File: src/rtl/rw3_pkg.sv
package rw3_pkg;

    localparam logic [7:0] START_INDEX = 8'h70;
    localparam logic [7:0] START_DATA  = 8'h72;
    localparam int         FRAME_BITS  = 24;
    localparam int         BIT_IDX_W   = $clog2(FRAME_BITS);

    // Phase lengths in units
    localparam int UNITS_PRE   = 1;
    localparam int UNITS_SETUP = 10;
    localparam int UNITS_LOW   = 1;
    localparam int UNITS_HIGH  = 1;
    localparam int UNITS_GAP   = 3;
    localparam int UNITS_POST  = 1;
    localparam int UCNT_W      = 4;

    typedef enum logic [2:0] {
        PH_IDLE,
        PH_PRE,
        PH_SETUP,
        PH_LOW,
        PH_HIGH,
        PH_GAP,
        PH_POST
    } phase_e;

    typedef enum logic [1:0] {
        TS_IDLE,
        TS_INDEX,
        TS_DATA
    } top_st_e;

endpackage

File: src/rtl/rw3_unit_timer.sv
module rw3_unit_timer #(
    parameter int DIV_W = 8
) (
    input  logic             clk,
    input  logic             rst,
    input  logic             run_i,
    input  logic [DIV_W-1:0] div_i,
    output logic             tick_o
);

    typedef struct packed {
        logic [DIV_W-1:0] cnt;
    } tmr_s;

    tmr_s tmr_d, tmr_q;

    always_comb begin
        tmr_d  = tmr_q;
        tick_o = 1'b0;
        if (!run_i) begin
            tmr_d.cnt = '0;
        end else if (tmr_q.cnt == div_i) begin
            tmr_d.cnt = '0;
            tick_o    = 1'b1;
        end else begin
            tmr_d.cnt = tmr_q.cnt + 1'b1;
        end
    end

    always_ff @(posedge clk) begin
        if (rst) tmr_q <= '0;
        else     tmr_q <= tmr_d;
    end

    // the count never passes the programmed unit length
    p_cnt_bound_r7: assert property (@(posedge clk) disable iff (rst)
        tmr_q.cnt <= div_i);

endmodule

File: src/rtl/rw3_frame_engine.sv
module rw3_frame_engine
    import rw3_pkg::*;
(
    input  logic        clk,
    input  logic        rst,
    input  logic        start_i,
    input  logic [7:0]  start_byte_i,
    input  logic [15:0] payload_i,
    input  logic        tick_i,
    output logic        active_o,
    output logic        frame_done_o,
    output logic        cs_n_o,
    output logic        sclk_o,
    output logic        sdo_o
);

    typedef struct packed {
        phase_e                  phase;
        logic [UCNT_W-1:0]       ucnt;
        logic [BIT_IDX_W-1:0]    bidx;
        logic [FRAME_BITS-1:0]   shreg;
        logic                    done;
    } eng_s;

    eng_s eng_d, eng_q;

    function automatic logic [UCNT_W-1:0] last_unit(phase_e ph);
        case (ph)
            PH_PRE:   return UCNT_W'(UNITS_PRE - 1);
            PH_SETUP: return UCNT_W'(UNITS_SETUP - 1);
            PH_LOW:   return UCNT_W'(UNITS_LOW - 1);
            PH_HIGH:  return UCNT_W'(UNITS_HIGH - 1);
            PH_GAP:   return UCNT_W'(UNITS_GAP - 1);
            PH_POST:  return UCNT_W'(UNITS_POST - 1);
            default:  return '0;
        endcase
    endfunction

    always_comb begin
        eng_d      = eng_q;
        eng_d.done = 1'b0;
        if (eng_q.phase == PH_IDLE) begin
            if (start_i) begin
                eng_d.phase = PH_PRE;
                eng_d.ucnt  = '0;
                eng_d.bidx  = '0;
                eng_d.shreg = {start_byte_i, payload_i};
            end
        end else if (tick_i) begin
            if (eng_q.ucnt != last_unit(eng_q.phase)) begin
                eng_d.ucnt = eng_q.ucnt + 1'b1;
            end else begin
                eng_d.ucnt = '0;
                case (eng_q.phase)
                    PH_PRE:   eng_d.phase = PH_SETUP;
                    PH_SETUP: eng_d.phase = PH_LOW;
                    PH_LOW:   eng_d.phase = PH_HIGH;
                    PH_HIGH:  eng_d.phase = PH_GAP;
                    PH_GAP: begin
                        if (eng_q.bidx == BIT_IDX_W'(FRAME_BITS - 1)) begin
                            eng_d.phase = PH_POST;
                        end else begin
                            eng_d.phase = PH_LOW;
                            eng_d.bidx  = eng_q.bidx + 1'b1;
                            eng_d.shreg = {eng_q.shreg[FRAME_BITS-2:0], 1'b0};
                        end
                    end
                    PH_POST: begin
                        eng_d.phase = PH_IDLE;
                        eng_d.done  = 1'b1;
                    end
                    default: eng_d.phase = PH_IDLE;
                endcase
            end
        end
    end

    always_ff @(posedge clk) begin
        if (rst) begin
            eng_q       <= '0;
            eng_q.phase <= PH_IDLE;
        end else begin
            eng_q <= eng_d;
        end
    end

    assign active_o     = (eng_q.phase != PH_IDLE);
    assign frame_done_o = eng_q.done;
    assign cs_n_o       = (eng_q.phase == PH_IDLE) || (eng_q.phase == PH_PRE) ||
                          (eng_q.phase == PH_POST);
    assign sclk_o       = (eng_q.phase != PH_LOW);
    assign sdo_o        = ((eng_q.phase == PH_LOW) || (eng_q.phase == PH_HIGH)) ?
                          eng_q.shreg[FRAME_BITS-1] : 1'b1;

    // data does not change across the rising clock edge
    p_sdo_hold_r3: assert property (@(posedge clk) disable iff (rst)
        $rose(sclk_o) |-> (sdo_o == $past(sdo_o)));

    // falling clock edges only inside an already-selected frame
    p_fall_in_cs_r4: assert property (@(posedge clk) disable iff (rst)
        $fell(sclk_o) |-> (!cs_n_o && $past(!cs_n_o)));

    // a finished frame leaves the lines idle
    p_done_idle_r1: assert property (@(posedge clk) disable iff (rst)
        frame_done_o |-> (cs_n_o && sclk_o && sdo_o && $past(cs_n_o)));

endmodule

File: src/rtl/rw3_reg_writer.sv
module rw3_reg_writer
    import rw3_pkg::*;
#(
    parameter int DIV_W = 8
) (
    input  logic             clk,
    input  logic             rst,
    input  logic [DIV_W-1:0] unit_div,
    input  logic             req_valid,
    output logic             req_ready,
    input  logic             req_index_only,
    input  logic [7:0]       req_reg,
    input  logic [15:0]      req_data,
    output logic             busy,
    output logic             done,
    output logic             lcd_cs_n,
    output logic             lcd_sclk,
    output logic             lcd_sdo
);

    typedef struct packed {
        top_st_e          st;
        logic             idx_only;
        logic [15:0]      data;
        logic [DIV_W-1:0] div;
        logic             done;
    } ctl_s;

    ctl_s ctl_d, ctl_q;

    logic        eng_start;
    logic [7:0]  eng_byte;
    logic [15:0] eng_payload;
    logic        eng_active;
    logic        eng_frame_done;
    logic        unit_tick;

    always_comb begin
        ctl_d       = ctl_q;
        ctl_d.done  = 1'b0;
        eng_start   = 1'b0;
        eng_byte    = START_INDEX;
        eng_payload = {8'h00, req_reg};
        case (ctl_q.st)
            TS_IDLE: begin
                if (req_valid) begin
                    eng_start      = 1'b1;
                    ctl_d.st       = TS_INDEX;
                    ctl_d.idx_only = req_index_only;
                    ctl_d.data     = req_data;
                    ctl_d.div      = unit_div;
                end
            end
            TS_INDEX: begin
                if (eng_frame_done) begin
                    if (ctl_q.idx_only) begin
                        ctl_d.st   = TS_IDLE;
                        ctl_d.done = 1'b1;
                    end else begin
                        eng_start   = 1'b1;
                        eng_byte    = START_DATA;
                        eng_payload = ctl_q.data;
                        ctl_d.st    = TS_DATA;
                    end
                end
            end
            TS_DATA: begin
                if (eng_frame_done) begin
                    ctl_d.st   = TS_IDLE;
                    ctl_d.done = 1'b1;
                end
            end
            default: ctl_d.st = TS_IDLE;
        endcase
    end

    always_ff @(posedge clk) begin
        if (rst) begin
            ctl_q    <= '0;
            ctl_q.st <= TS_IDLE;
        end else begin
            ctl_q <= ctl_d;
        end
    end

    assign busy      = (ctl_q.st != TS_IDLE);
    assign req_ready = !busy;
    assign done      = ctl_q.done;

    rw3_unit_timer #(
        .DIV_W (DIV_W)
    ) i_timer (
        .clk    (clk),
        .rst    (rst),
        .run_i  (eng_active),
        .div_i  (ctl_q.div),
        .tick_o (unit_tick)
    );

    rw3_frame_engine i_engine (
        .clk          (clk),
        .rst          (rst),
        .start_i      (eng_start),
        .start_byte_i (eng_byte),
        .payload_i    (eng_payload),
        .tick_i       (unit_tick),
        .active_o     (eng_active),
        .frame_done_o (eng_frame_done),
        .cs_n_o       (lcd_cs_n),
        .sclk_o       (lcd_sclk),
        .sdo_o        (lcd_sdo)
    );

    // an offered request while idle makes the block busy
    p_accept_r8: assert property (@(posedge clk) disable iff (rst)
        (req_valid && req_ready) |=> busy);

    // requests during a transfer leave the held value alone
    p_ignore_busy_r8: assert property (@(posedge clk) disable iff (rst)
        (busy && req_valid) |=> $stable(ctl_q.data));

    // completion lasts a single clock
    p_done_pulse_r9: assert property (@(posedge clk) disable iff (rst)
        done |=> !done);

    // completion marks the end of busy
    p_done_end_r9: assert property (@(posedge clk) disable iff (rst)
        done |-> (!busy && $past(busy)));

    // a new frame is launched only into an idle engine
    p_start_idle_r5: assert property (@(posedge clk) disable iff (rst)
        eng_start |-> !eng_active);

endmodule

File: config.mk
export PLATFORM = sky130hd
export DESIGN_NAME = rw3_reg_writer
export DESIGN_NICKNAME = d
export VERILOG_FILES = /design/src/rtl/rw3_pkg.sv /design/src/rtl/rw3_unit_timer.sv /design/src/rtl/rw3_frame_engine.sv /design/src/rtl/rw3_reg_writer.sv
export SDC_FILE = /design/constraint.sdc
export NUM_CORES = 1
export LEC_CHECK = 0
export BUFFER_PORTS_ARGS = -buffer_cell sky130_fd_sc_hd__buf_2
export CAP_MARGIN = 10
export CORE_MARGIN = 8
export CORE_UTILIZATION = 32
export CTS_CLUSTER_SIZE = 16
export DETAILED_ROUTE_END_ITERATION = 6
export PLACE_DENSITY = 0.53
export SLEW_MARGIN = 5
export SYNTH_ARGS = -nofsm -noshare
export SYNTH_HDL_FRONTEND = slang
export SYNTH_SLANG_ARGS = --single-unit
File: constraint.sdc
create_clock -name clk -period 3.95 [get_ports clk]
set_clock_uncertainty 0.15 [all_clocks]
set_input_delay 0.79 -clock clk [delete_from_list [all_inputs] [get_ports clk]]
set_output_delay 0.79 -clock clk [all_outputs]
set_load 0.01 [all_outputs]
==> parameters.txt, run 1 <==
Parameter                              Value

Placed design
  Port buffer count ... around 40
  Gp weighted congestion ... between 0.8 and 0.9
  Placed instance count ... around 580
  Estimated wirelength of the detail-placed design ... around 6000 um

Logic synthesis
  Avg Inst Size Synth ... around 8.5 sq um
  Number of flops mapped to enable cells by yosys ... 0
  Synth unique cells ... 50
  Post-Syn Instances ... between 400 and 500
  Share of synthesized flip-flops with an asynchronous set or reset ... 0%
  Post-synthesis cell area ... around 3500 sq um
  #FFs+latches synth ... 73
  Total of warnings raised by yosys ... 0
  Commonest register cell after synthesis ... sky130_fd_sc_hd__dfxtp_1
  Sequential share of the synthesized area ... between 40% and 50%
  Post-Synthesis Net Count ... 459

Layout
  Final-stage net count ... around 490
  Share of post-route cells with drive strength above 1 ... around 18%
  Diodes inserted ... 0
  Number of cells in the finished layout apart from fillers ... approximately 600
  Count of filler cells inserted in the layout ... ~1.1k
  Fin util ... between 30% and 40%
  Area Growth Syn to Fin ... 14.1%

Critical path
  Maximum fanout count along the critical path ... 26
  Buffer and inverter count on the worst path ... 0
  Crit path depth ... 5
  Critical path capture point type ... flop
  Reg-to-reg endpoint ... i_engine.eng_q[4]$_SDFFE_PP0P_
  Largest stage delay on the critical path ... approximately 0.59 ns
  Cell family contributing the most delay on the critical path ... compound AO/OA/AOI/OAI gates
  Path depth of the worst reg2reg path ... 5
  Worst Path Arrival ... between 2 and 3 ns
  FF-to-FF setup slack ... around 1.3 ns
  Startpoint of the most critical register-to-register path ... i_engine.eng_q[34]$_SDFFE_PP0P_
  Sort of element at the start of the critical path ... flop
  Critical path class ... flop to flop
  Cells traversed along the worst timing path ... and3b_1 > mux2i_1 > or3b_4 > o21ai_4 > a221oi_1
  Worst path required time ... 3.99 ns
  Highest-delay cell along the critical path ... sky130_fd_sc_hd__dfxtp_1

Die
  Die area ... approximately 15000 sq um
  Effective utilization at floorplan ... between 30% and 40%
  Height of the die ... between 100 and 150 um
  Die width ... around 120 um
  Top Ports ... 42
  Row count ... 38
  Area inside the core boundary ... between 10000 and 15000 sq um

Drt
  Total length of routed wires ... 8760 um
  Number of nets with antenna violations after routing ... 0
  Total iterations of the first detailed-routing run ... 5
  Per-cell via count in the routed design ... approximately 5
  Wire per inst ... 14.7 um
  Violation count after the first detailed-route iteration ... about 180
  Remaining DRCs ... 0
  Via total after detailed routing ... just over 3k

Timing
  # setup viols final ... 0
  RSZ-0062 raised after global routing ... no
  Number of max-slew violations in the final report ... 0
  Post-route minimum period ... 2.67 ns
  Max transition margin ... 45.0%
  Final cycle utilization of the critical path ... 67.6%
  Final-report hold violation count ... 0
  Peak Freq ... between 300 and 400 MHz
  Transition time of the tightest slew-check pin ... between 0.8 and 0.9 ns
  Final setup TNS ... 0 ns

Power and ir drop
  Overall Power ... approximately 2200 uW
  Max IR drop VDD ... ~0.0002 V
  Total power per unit cell area ... approximately 540 nW/um^2
  Leakage ... around 0.0016 uW

Global routing
  All-layer global routing usage ... between 10% and 20%
  Global-route wire length before repair ... 14900 um
  Antenna violations before repair ... 0
  Via count of the first global-routing pass ... between 2k and 3k
  Congestion Overflow GR ... 0
  Maximum number of pins on one net before global-route repair ... 37

Job
  Max-capacitance violation count ... 0

Worst hold path
  Class of the worst hold path ... flop to flop
  Hold path startpoint ... ctl_q[9]$_SDFFE_PP0P_
  End point of the most critical hold path ... ctl_q[9]$_SDFFE_PP0P_
  Hold path depth ... 2

Clocking
  Number of gates resized after CTS ... 0
  Number of H-tree branching levels ... 3
  Clock root buffer ... sky130_fd_sc_hd__clkbuf_8
  # clock sinks ... 73
  Number of buffers between clock root and the deepest sink ... 2
  Clock tree from TritonCTS ... done
  Clk Latency, worst-skew pair ... 0.35 ns
  Num CTS Buffers ... 9
  Clock-pin slew reported for the worst setup and hold paths after clock tree synthesis ... approximately 0.08 ns
  Post-CTS Hold Fix Bufs ... 0
  Setup bufs post-CTS ... 0

Outcome
  Run status ... finished clean
## how the worst max path moves through the flow
stage	to	slack [ns]	startpoint
after global placement	i_engine.eng_q[18]$_SDFFE_PP0P_	1.37	i_engine.eng_q[34]$_SDFFE_PP0P_
after floorplan	i_engine.eng_q[10]$_SDFFE_PP0P_	1.89	ctl_q[27]$_SDFFE_PP0P_
final	i_engine.eng_q[4]$_SDFFE_PP0P_	1.28	i_engine.eng_q[34]$_SDFFE_PP0P_
after detailed placement	i_engine.eng_q[4]$_SDFFE_PP0P_	1.31	i_engine.eng_q[34]$_SDFFE_PP0P_
after global routing	i_engine.eng_q[3]$_SDFFE_PP0P_	1.05	i_engine.eng_q[34]$_SDFFE_PP0P_
after CTS	i_engine.eng_q[18]$_SDFFE_PP0P_	1.29	i_engine.eng_q[34]$_SDFFE_PP0P_
## synth_stat cells, drive strengths merged, types with 3 or more instances
cell	n	share of area, %
a21oi	44	6.2
nor3	4	1.0
inv	10	1.1
o32ai	3	0.75
nor4	3	0.96
nand2	66	7.0
o221a	11	3.5
a211oi	4	0.85
buf	9	1.7
nand2b	3	0.53
and2	3	0.53
a221oi	8	2.0
and3	8	1.4
nor2	32	3.4
o211ai	6	1.3
o21ai	15	2.4
clkbuf	17	1.8
or3	3	0.53
ha	7	2.5
a31oi	11	2.0
xor2	6	1.5
nand3	16	2.4
dfxtp	73	41
mux2i	11	3.1
nor2b	5	0.89
a21o	9	1.9
xnor2	9	2.2
## metrics by stage
stage               hold WS (ns)  area, sq um  setup slack, ns
floorplan                  0.282         3520             1.89
global placement           0.292         3830             1.37
detailed placement         0.295         3830             1.31
CTS                        0.307         4020             1.29
global route               0.334         4020             1.05
finish                     0.304         4020             1.28
## layout by cell type (no fill, tap or decap), drive strengths merged, types with 10 or more instances in the layout
master  synthesis  layout
a31oi          11      11
clkbuf         17      13
mux2i          11      11
dfxtp          73      73
nor2           32      32
o221a          11      11
nand3          16      16
nand2          66      66
inv            10      10
buf             9      48
a21oi          44      44
o21ai          15      15
## registers in the layout (all words and copies together) (netlist names)
| register | flops |
|---|---|
| i_engine.eng_q | 36 |
| done | 1 |
| ctl_q | 27 |
| i_timer.tmr_q | 8 |
| i_engine.frame_done_o | 1 |
## metal layers
metal | wire, um | track usage, %
met5 | 0 | 0
met4 | 133 | 7.26
met3 | 495 | 2.19
met2 | 3840 | 17.9
met1 | 4290 | 17.4
## report_power, final
part           internal [uW]  switching [uW]  leakage [uW]
registers                849            86.4      0.000597
logic                    263             406      0.000930
clock network            308             274     0.0000974
## cell families (layout without fill, tap and decap cells)
group | count (synthesis) | count (layout) | share of synthesized area, %
AO/OA/AOI/OAI | 118 | 118 | 22.6
buffers and inverters | 36 | 74 | 4.61
flip-flops | 73 | 73 | 41.5
multiplexers | 12 | 12 | 3.44
adder cells (fa/ha/maj) | 7 | 7 | 2.48
AND/OR/NAND/NOR | 155 | 155 | 21.7
XOR/XNOR | 15 | 15 | 3.73
## final cells by class
type,count,area (sq um),area share (%)
Multi-Input combinational cell,307,1900,47.3
Sequential cell,73,1460,36.3
Tap cell,140,175,4.36
Clock inverter,3,40.0,0.996
Inverter,10,37.5,0.933
Clock buffer,13,149,3.70
Timing Repair Buffer,48,258,6.41
## tightest hold or removal path, cell delays in order, from the launching register on
cell	delay (ns)
sky130_fd_sc_hd__dfxtp_1	0.31
sky130_fd_sc_hd__nand2_1	0.05
sky130_fd_sc_hd__a21oi_1	0.05
Power figures use the tool's default switching activity.
==> run 2, diff against run 1 <==
==> constraint.sdc (replaced) <==
create_clock -name clk -period 2.7 [get_ports clk]
set_clock_uncertainty 0.15 [all_clocks]
set_input_delay 0.54 -clock clk [delete_from_list [all_inputs] [get_ports clk]]
set_output_delay 0.54 -clock clk [all_outputs]
set_load 0.01 [all_outputs]
==> run 2 against run 1 <==
Register-to-register slack worse by 0.97 ns. Count of clock-buffer cells in the layout is 1 lower. Die area stayed put. Flip-flop and latch count stayed put. Wire length is 0.58% lower. Final cell count is 1.7% higher. Design area is 2.4% higher. Total power is 51% higher. Maximum frequency is 12% higher. Worst hold slack worse by 0.040 ns. Largest power group unchanged. Highest routed layer unchanged.
==> parameters.txt, run 2 (same netlist as run 1, synthesis figures left out) <==
Parameter                              Value

Outcome
  Run status ... finished clean

Drt
  Remaining DRCs ... 0
  Total length of routed wires ... ~8700 um
  Violation count after the first detailed-route iteration ... 184
  Number of nets with antenna violations after routing ... 0
  Total iterations of the first detailed-routing run ... 4
  Wire per inst ... 14.4 um
  Per-cell via count in the routed design ... 5.14
  Via total after detailed routing ... 3103

Critical path
  Worst path required time ... about 2.9 ns
  Critical path capture point type ... flop
  Critical path class ... flop to flop
  Worst Path Arrival ... ~2.5 ns
  Sort of element at the start of the critical path ... flop
  Maximum fanout count along the critical path ... 26

Clocking
  Number of buffers between clock root and the deepest sink ... 2
  Clock root buffer ... sky130_fd_sc_hd__clkbuf_8
  # clock sinks ... 73
  Clk Latency, worst-skew pair ... about 0.35 ns
  Clock tree from TritonCTS ... done
  Num CTS Buffers ... 9
  Post-CTS Hold Fix Bufs ... 0
  Number of H-tree branching levels ... 3
  Clock-pin slew reported for the worst setup and hold paths after clock tree synthesis ... around 0.08 ns

Layout
  Area Growth Syn to Fin ... 16.8%
  Diodes inserted ... 0
  Share of post-route cells with drive strength above 1 ... 20.3%
  Top library cells by usage in the layout, fill and taps aside ... 73 x sky130_fd_sc_hd__dfxtp_1, 66 x sky130_fd_sc_hd__nand2_1, 44 x sky130_fd_sc_hd__a21oi_1
  Number of cells in the finished layout apart from fillers ... 604
  Commonest non-fill, non-tap cell in the layout ... sky130_fd_sc_hd__dfxtp_1
  Final-stage net count ... ~500
  Number of flip-flops under the largest register name ... 36
  Fin util ... about two fifths
  Most flops, register ... i_engine.eng_q
  Largest registers ... i_engine.eng_q (36), ctl_q (27), i_timer.tmr_q (8)

Job
  Max-capacitance violation count ... 0

Worst hold path
  Class of the worst hold path ... input port to flop

Timing
  # setup viols final ... 0
  Transition time of the tightest slew-check pin ... roughly 0.46 ns
  Final setup TNS ... 0 ns
  RSZ-0062 raised after global routing ... no
  Max transition margin ... just under 70%
  Peak Freq ... about 420 MHz
  Post-route minimum period ... roughly 2.4 ns
  Final-report hold violation count ... 0
  Number of max-slew violations in the final report ... 0
  Final cycle utilization of the critical path ... about nine tenths

Placed design
  Placed instance count ... slightly below 600
  Estimated wirelength of the detail-placed design ... between 6000 and 7000 um
  Gp weighted congestion ... between 0.7 and 0.8
  Port buffer count ... 41

Die
  Effective utilization at floorplan ... between 30% and 40%
  Die area ... ~15000 sq um
  Top Ports ... 42
  Height of the die ... between 100 and 150 um
  Row count ... 38
  Area inside the core boundary ... about 11000 sq um
  Die width ... approximately 120 um

Global routing
  Global-route wire length before repair ... 15000 um
  Via count of the first global-routing pass ... about 3.1k
  Antenna violations before repair ... 0
  Congestion Overflow GR ... 0
  Maximum number of pins on one net before global-route repair ... 30
  All-layer global routing usage ... approximately an eighth

Power and ir drop
  Max IR drop VDD ... approximately 0.00034 V
  Leakage ... ~0.0017 uW
  Total power per unit cell area ... between 700 and 800 nW/um^2
[run 2: power by group]
part           internal [uW]  leakage [uW]  switching (uW)
Clock                    470      0.000102             398
Sequential              1240      0.000597             115
Combinational            442      0.000989             623
Total                   2150       0.00169            1140
[run 2: worst max-delay path, cell delays in order (launching register included)]
cell                      delay (ns)
sky130_fd_sc_hd__dfxtp_1        0.49
sky130_fd_sc_hd__and3b_1        0.26
sky130_fd_sc_hd__mux2i_1        0.18
sky130_fd_sc_hd__buf_4          0.18
sky130_fd_sc_hd__or3b_4         0.41
sky130_fd_sc_hd__o21ai_4        0.12
sky130_fd_sc_hd__buf_4          0.30
sky130_fd_sc_hd__o221a_2        0.24
[run 2: worst paths after layout]
| check | startpoint | to | slack, ns | cells after the start |
|---|---|---|---|---|
| setup / recovery | i_engine.eng_q[35]$_SDFFE_PP0P_ | i_engine.eng_q[14]$_SDFFE_PP0P_ | 0.31 | 7 |
| hold / removal | req_data[3] | ctl_q[12]$_SDFFE_PP0P_ | 0.26 | 3 |
| hold reg to reg | ctl_q[11]$_SDFFE_PP0P_ | ctl_q[11]$_SDFFE_PP0P_ | 0.30 | 2 |
| setup reg to reg | i_engine.eng_q[35]$_SDFFE_PP0P_ | i_engine.eng_q[14]$_SDFFE_PP0P_ | 0.31 | 7 |
[run 2: per-layer routing]
layer | vias to the layer above | track usage, % | wire (um)
met1 | 1455 | 16.3 | 4390
met4 | 0 | 6.95 | 182
met2 | 50 | 19.1 | 3920
li1 | 1586 | - | -
met5 | - | 0 | 0
met3 | 12 | 2.19 | 220
[run 2: repair_timing]
action,4_1_cts,5_1_grt
buffers inserted,0,0
gates cloned,0,0
setup endpoints to repair,16,3
resized for setup,1,1
[run 2: final cells by class]
class	count	area, sq um
Clock buffer	12	155
Clock inverter	3	40.0
Tap cell	140	175
Inverter	10	37.5
Multi-Input combinational cell	307	1910
Fill cell	1144	6680
Sequential cell	73	1460
Timing Repair Buffer	59	340
[run 2: stage by stage]
step / cell area [sq um] / hold slack, ns / power, uW / setup WS, ns
4_1_cts: 4110 / 0.249 / 3320 / 0.179
2_1_floorplan: 3520 / 0.282 / 2140 / 0.638
6_report: 4120 / 0.264 / 3290 / 0.306
3_3_place_gp: 3920 / 0.291 / 2430 / -0.0677
3_5_place_dp: 3920 / 0.296 / 2440 / -0.180
5_1_grt: 4120 / 0.270 / 3510 / 0.167
